### src/rtl/idle_wd_pkg.sv
package idle_wd_pkg;
  localparam int unsigned CNT_W     = 12;
  localparam int unsigned NUM_SIDES = 2;
  typedef enum logic [0:0] {
    SIDE_MEM  = 1'b0,
    SIDE_STRM = 1'b1
  } wd_side_e;
endpackage

### src/rtl/wd_tick_gen.sv
module wd_tick_gen #(
  parameter int unsigned DIV_W = 12
) (
  input  logic             clk,
  input  logic             rst_n,
  input  logic             en,
  input  logic [DIV_W-1:0] div,
  output logic             tick
);
  logic [DIV_W-1:0] pcnt_q, pcnt_d;
  logic [DIV_W-1:0] div_q;
  logic             restart;
  logic             at_end;

  assign restart = !en || (div != div_q);
  assign at_end  = (pcnt_q == div);
  assign tick    = !restart && at_end;

  always_comb begin
    if (restart || at_end) pcnt_d = '0;
    else                   pcnt_d = pcnt_q + 1'b1;
  end

  always_ff @(posedge clk or negedge rst_n) begin
    if (!rst_n) begin
      pcnt_q <= '0;
      div_q  <= '0;
    end else begin
      pcnt_q <= pcnt_d;
      div_q  <= div;
    end
  end

  // after a tick the divider starts a new period
  p_tick_wrap_r2: assert property (@(posedge clk) disable iff (!rst_n)
    tick |=> (pcnt_q == '0));
  // a changed prescale value leaves the phase at zero
  p_div_restart_r9: assert property (@(posedge clk) disable iff (!rst_n)
    (div != div_q) |=> (pcnt_q == '0));
  // disabled divider holds at zero
  p_off_idle_r6: assert property (@(posedge clk) disable iff (!rst_n)
    !en |=> (pcnt_q == '0));
endmodule

### src/rtl/wd_side_timer.sv
module wd_side_timer #(
  parameter int unsigned CNT_W = 12
) (
  input  logic             clk,
  input  logic             rst_n,
  input  logic             en,
  input  logic             busy,
  input  logic             clr_all,
  input  logic             tick,
  input  logic [CNT_W-1:0] limit,
  input  logic             activity,
  input  logic             w1c,
  output logic             flag
);
  logic [CNT_W-1:0] cnt_q, cnt_d;
  logic             flag_q, flag_d;
  logic             hold_zero;
  logic             reached;

  assign hold_zero = !en || !busy || clr_all || activity;
  assign reached   = (cnt_q == limit);

  always_comb begin
    if (hold_zero)              cnt_d = '0;
    else if (tick && !reached)  cnt_d = cnt_q + 1'b1;
    else                        cnt_d = cnt_q;
  end

  always_comb begin
    if (clr_all || w1c)          flag_d = 1'b0;
    else if (!hold_zero && reached) flag_d = 1'b1;
    else                         flag_d = flag_q;
  end

  always_ff @(posedge clk or negedge rst_n) begin
    if (!rst_n) begin
      cnt_q  <= '0;
      flag_q <= 1'b0;
    end else begin
      cnt_q  <= cnt_d;
      flag_q <= flag_d;
    end
  end

  assign flag = flag_q;

  // an idle tick below the limit advances by exactly one
  p_count_step_r2: assert property (@(posedge clk) disable iff (!rst_n)
    (en && busy && !clr_all && !activity && tick && (cnt_q != limit))
      |=> (cnt_q == $past(cnt_q) + 1'b1));
  // a set flag survives unless cleared
  p_sticky_r3: assert property (@(posedge clk) disable iff (!rst_n)
    (flag_q && !w1c && !clr_all) |=> flag_q);
  // activity returns this side to zero
  p_act_zero_r4: assert property (@(posedge clk) disable iff (!rst_n)
    activity |=> (cnt_q == '0));
  // idle channel holds counter at zero and never sets the flag
  p_busy_low_r5: assert property (@(posedge clk) disable iff (!rst_n)
    !busy |=> ((cnt_q == '0) && !$rose(flag_q)));
  // disabled timer never sets its flag
  p_disabled_r6: assert property (@(posedge clk) disable iff (!rst_n)
    !en |=> !$rose(flag_q));
  // clears take effect at the next edge
  p_clear_r7: assert property (@(posedge clk) disable iff (!rst_n)
    (w1c || clr_all) |=> !flag_q);
endmodule

### src/rtl/dma_idle_watchdog.sv
module dma_idle_watchdog
  import idle_wd_pkg::*;
(
  input  logic              clk,
  input  logic              rst_n,
  input  logic              wd_enable,
  input  logic [CNT_W-1:0]  tick_div,
  input  logic [CNT_W-1:0]  idle_limit,
  input  logic              chan_busy,
  input  logic              mem_act,
  input  logic              strm_act,
  input  logic [NUM_SIDES-1:0] flag_clr,
  output logic              mem_timeout,
  output logic              strm_timeout
);
  localparam logic [CNT_W-1:0] CLEAR_CODE = {CNT_W{1'b1}};

  logic                 tick;
  logic                 clr_all;
  logic [NUM_SIDES-1:0] act_vec;
  logic [NUM_SIDES-1:0] flag_vec;

  assign clr_all            = (idle_limit == CLEAR_CODE);
  assign act_vec[SIDE_MEM]  = mem_act;
  assign act_vec[SIDE_STRM] = strm_act;

  wd_tick_gen #(.DIV_W(CNT_W)) u_tick (
    .clk  (clk),
    .rst_n(rst_n),
    .en   (wd_enable),
    .div  (tick_div),
    .tick (tick)
  );

  for (genvar s = 0; s < NUM_SIDES; s++) begin : g_side
    wd_side_timer #(.CNT_W(CNT_W)) u_timer (
      .clk     (clk),
      .rst_n   (rst_n),
      .en      (wd_enable),
      .busy    (chan_busy),
      .clr_all (clr_all),
      .tick    (tick),
      .limit   (idle_limit),
      .activity(act_vec[s]),
      .w1c     (flag_clr[s]),
      .flag    (flag_vec[s])
    );
  end

  assign mem_timeout  = flag_vec[SIDE_MEM];
  assign strm_timeout = flag_vec[SIDE_STRM];

  // clear command empties both flags
  p_clear_all_r8: assert property (@(posedge clk) disable iff (!rst_n)
    clr_all |=> (flag_vec == '0));
  // memory strobe alone cannot change a stream flag that is not being cleared
  p_side_indep_r4: assert property (@(posedge clk) disable iff (!rst_n)
    (strm_timeout && !flag_clr[SIDE_STRM] && !clr_all) |=> strm_timeout);
endmodule

### config.mk
export PLATFORM = sky130hd
export DESIGN_NAME = dma_idle_watchdog
export DESIGN_NICKNAME = d
export VERILOG_FILES = /design/src/rtl/idle_wd_pkg.sv /design/src/rtl/wd_tick_gen.sv /design/src/rtl/wd_side_timer.sv /design/src/rtl/dma_idle_watchdog.sv
export SDC_FILE = /design/constraint.sdc
export NUM_CORES = 1
export LEC_CHECK = 0
export ABC_AREA = 0
export ABC_CLOCK_PERIOD_IN_PS = 3200
export BUFFER_PORTS_ARGS = -buffer_cell sky130_fd_sc_hd__buf_2
export CAP_MARGIN = 20
export CORE_UTILIZATION = 45
export DETAILED_ROUTE_END_ITERATION = 10
export GPL_ROUTABILITY_DRIVEN = 0
export GPL_TIMING_DRIVEN = 0
export SYNTH_ARGS = -nofsm -noshare
export SYNTH_HDL_FRONTEND = slang
export SYNTH_SLANG_ARGS = --single-unit
### constraint.sdc
create_clock -name clk -period 3.2 [get_ports clk]
set_input_delay 0.64 -clock clk [delete_from_list [all_inputs] [get_ports clk]]
set_output_delay 0.64 -clock clk [all_outputs]
set_load 0.05 [all_outputs]
==> summary.md <==
| Metric | Value |
|---|---|
| Failing checks | DRC |
| GRT Total Usage | 0.2105 |
| PortBufs | 33 |
| Final antenna-violating net count | 0 |
| Syn Nets | 338 |
| Antenna violations before repair | 0 |
| Final number of setup-violating endpoints | 0 |
| Vias in the first global route | 2337 |
| Leak | 1.353 nW |
| Top-count cell post-synth | dfrtp_1 |
| Status | complete, but fails checks |
| Critical-path cell list | buf_2 > nand4_1 > o311ai_0 > nor2_1 > clkbuf_1 > nand2_1 > mux2i_1 |
| Mean post-synth cell area | 10.08 µm² |
| Final Power | 1.198 mW |
| Fin cells | 421 |
| Congestion Overflow GR | 0 |
| Fmax | 414.2 MHz |
| Post-cts resize count | 0 |
| Via count | 2362 |
| Final wirelength | 6.896 mm |
| Post-DP HPWL | 5.154 mm |
| Arrival @ worst endpoint | 2.60 ns |
| Max_cap viols | 0 |
| Top_reg_cell synth | dfrtp_1 |
| Post-placement cell count | 414 |
| Post-synth ARST share | 1.000 |
| Crit path kind | primary input to flip-flop |
| CP max FO | 10 |
| Clk sink count | 50 |
| Max incr delay on CP | 0.91 ns |
| Clock transition at the registers of the reported paths | 0.10 ns |
| Headroom to the max-slew limit | 0.3084 |
| Final core utilization | 0.5331 |
| Worst slew pin tran | 1.024 ns |
| CP endpoint kind | flip-flop |
| Starting Density | 0.4729 |
| Drt drc | 3 |
| Commonest cells in the netlist | dfrtp_1 (50), nand2_1 (40), xor2_1 (31), xnor2_1 (27), mux2i_1 (23) |
| Root buf cell | clkbuf_8 |
| Type of origin of the critical path | primary input |
| FP Rows | 29 |
| Clock Path Buffers | 2 |
| Fin. max-slew vios | 0 |
| Nets | 379 |
| Worst min path class | primary input to asynchronous set/reset pin |
| Final hold vios | 0 |
| Crit-path slowest cell | o311ai_0 |
| 1st-iter DRT viols | 139 |
| Pre-antenna DRT Iters | 7 |
| R2r endpoint | g_side[0].u_timer.cnt_q[6]$_DFFE_PN0P_ |
| Share of the synthesized area in the top cell type | 0.4097 |
| Core ar. | 6459 µm² |
| Global-route wire length before repair | 11.64 mm |
| Largest net degree at the start of global routing | 41 |
| Die area | 7121 µm² |
| Setup TNS | 0 ns |
| CTS Buf Count | 5 |
| Mapped Cells | 303 |
| Worst Skew | 0.01165 ns |
| Ratio of cells with drive above 1 in the final layout | 0.2006 |
| Tmin final | 2.415 ns |
| IO Count | 34 |
| Pwr per Cell Area | 347.9 nW/µm² |
| Die X | 84.39 µm |
| Routed wire per std cell | 16.38 µm |
| # diodes | 0 |
| Crit share post-route | 0.7545 |
| Worst vdd ir | 0.1878 mV |
| Area post-placement | 3336 µm² |
| Final Cell Area | 3443 µm² |
| # Post-CTS Setup Buffers | 0 |
| R2R setup slack | 1.05 ns |
| RSZ-0062 raised after global routing | no |
| Seq/Total Area, Yosys | 0.4097 |
| Area Growth Syn to Fin | 12.74% |
| Pre-CTS WS | 0.4242 ns |
| Post-synth EDFFs | 0 |
| Worst skew pair latency | 0.31 ns |
| Yosys reg bits | 50 |
| Htree depth | 2 |
| CTS Hold Bufs | 0 |
| R2r worst-path depth | 6 |
| Drt via density | 5.610 |
| CTS tree | yes |
| Yosys warning count | 0 |
| R2r startpoint | u_tick.pcnt_q[5]$_DFF_PN0_ |
| WHS | 0.1942 ns |
| Yosys top cell by area | dfrtp_1 |
| Worst Path Required | 3.39 ns |
| Worst Slack Setup Final | 0.7855 ns |
| Synth area leaders | dfrtp_1 (41%), xor2_1 (8.9%), xnor2_1 (7.7%) |
| Synth cell types | 30 |
| Die extent in y | 84.39 µm |
| Syn Std Cell Area | 3054 µm² |
placed cells by master (no fill, tap or decap), types with 2 or more instances in the layout:
master and n:
and3_1 10, a21oi_1 2, dfrtp_1 50, xor2_1 31, nand4_1 12, nor4b_2 4
ha_1 3, clkbuf_8 5, buf_2 38, nor3_2 2, nand3_1 8, mux2i_1 23
xnor2_1 27, buf_6 2, and2_1 3, nand2_1 40, and4_1 2, inv_1 2
nor3_1 5, or3_1 21, nor4_1 6, nor2_1 16, clkbuf_1 7, nor4_2 14
or4_1 2
area by class of cell:
type | count | area (µm²)
timing repair buffer | 34 | 185.2
tap | 77 | 96.34
clock buffer | 5 | 68.82
sequential | 50 | 1251
buffer | 14 | 73.82
clock inverter | 2 | 38.79
multi-input combinational | 237 | 1722
fill | 628 | 3015
inverter | 2 | 7.507
metal layers:
layer | global-route usage | wire (µm) | share of wire | up-vias
li1 | - | - | - | 1151
met1 | 0.2813 | 3291 | 0.48 | 1159
met2 | 0.3577 | 3299 | 0.48 | 45
met3 | 0.04326 | 251 | 0.036 | 7
met4 | 0.04160 | 54 | 0.0078 | 0
met5 | 0 | 0 | 0 | -
worst max path at each step:
| stage | endpoint | from | cells after the start | slack [ns] |
|---|---|---|---|---|
| 2_1_floorplan | g_side[0].u_timer.cnt_q[6]$_DFFE_PN0P_ | tick_div[7] | 7 | 1.03 |
| 3_5_place_dp | g_side[1].u_timer.cnt_q[4]$_DFFE_PN0P_ | idle_limit[6] | 7 | 0.42 |
| 3_3_place_gp | g_side[1].u_timer.cnt_q[4]$_DFFE_PN0P_ | idle_limit[6] | 7 | 0.43 |
| 5_1_grt | g_side[1].u_timer.cnt_q[6]$_DFFE_PN0P_ | idle_limit[10] | 7 | 0.56 |
| 6_report | g_side[1].u_timer.cnt_q[4]$_DFFE_PN0P_ | idle_limit[6] | 7 | 0.79 |
| 4_1_cts | g_side[1].u_timer.cnt_q[4]$_DFFE_PN0P_ | idle_limit[6] | 7 | 0.74 |
worst max-delay path, delay by kind of cell:
kind | cells | cell delay [ns]
AOI/OAI and AO/OA | 1 | 0.91
buffers and inverters | 2 | 0.44
muxes | 1 | 0.07
and+or+nand+nor | 3 | 0.54
cells by family (layout without fill, tap and decap cells):
| kind of cell | Yosys count | in the layout | share of synthesized area |
|---|---|---|---|
| buffers and inverters | 16 | 57 | 0.02663 |
| XOR/XNOR | 58 | 58 | 0.1663 |
| AO/OA/AOI/OAI | 6 | 6 | 0.01393 |
| flip-flops | 50 | 50 | 0.4097 |
| adder cells (fa/ha/maj) | 3 | 3 | 0.01229 |
| AND/OR/NAND/NOR | 147 | 147 | 0.2958 |
| multiplexers | 23 | 23 | 0.07538 |
power by group:
part	total, mW	internal [mW]	switching [mW]
Combinational	0.109	0.0462	0.0629
Sequential	0.642	0.639	0.00328
Clock	0.447	0.230	0.216
flip-flops by register name, indices dropped and copies added, names as in the netlist:
register	flops
u_tick.pcnt_q	12
u_tick.div_q	12
g_side.u_timer.flag	2
g_side.u_timer.cnt_q	24
(Power assumes the default switching activity.)
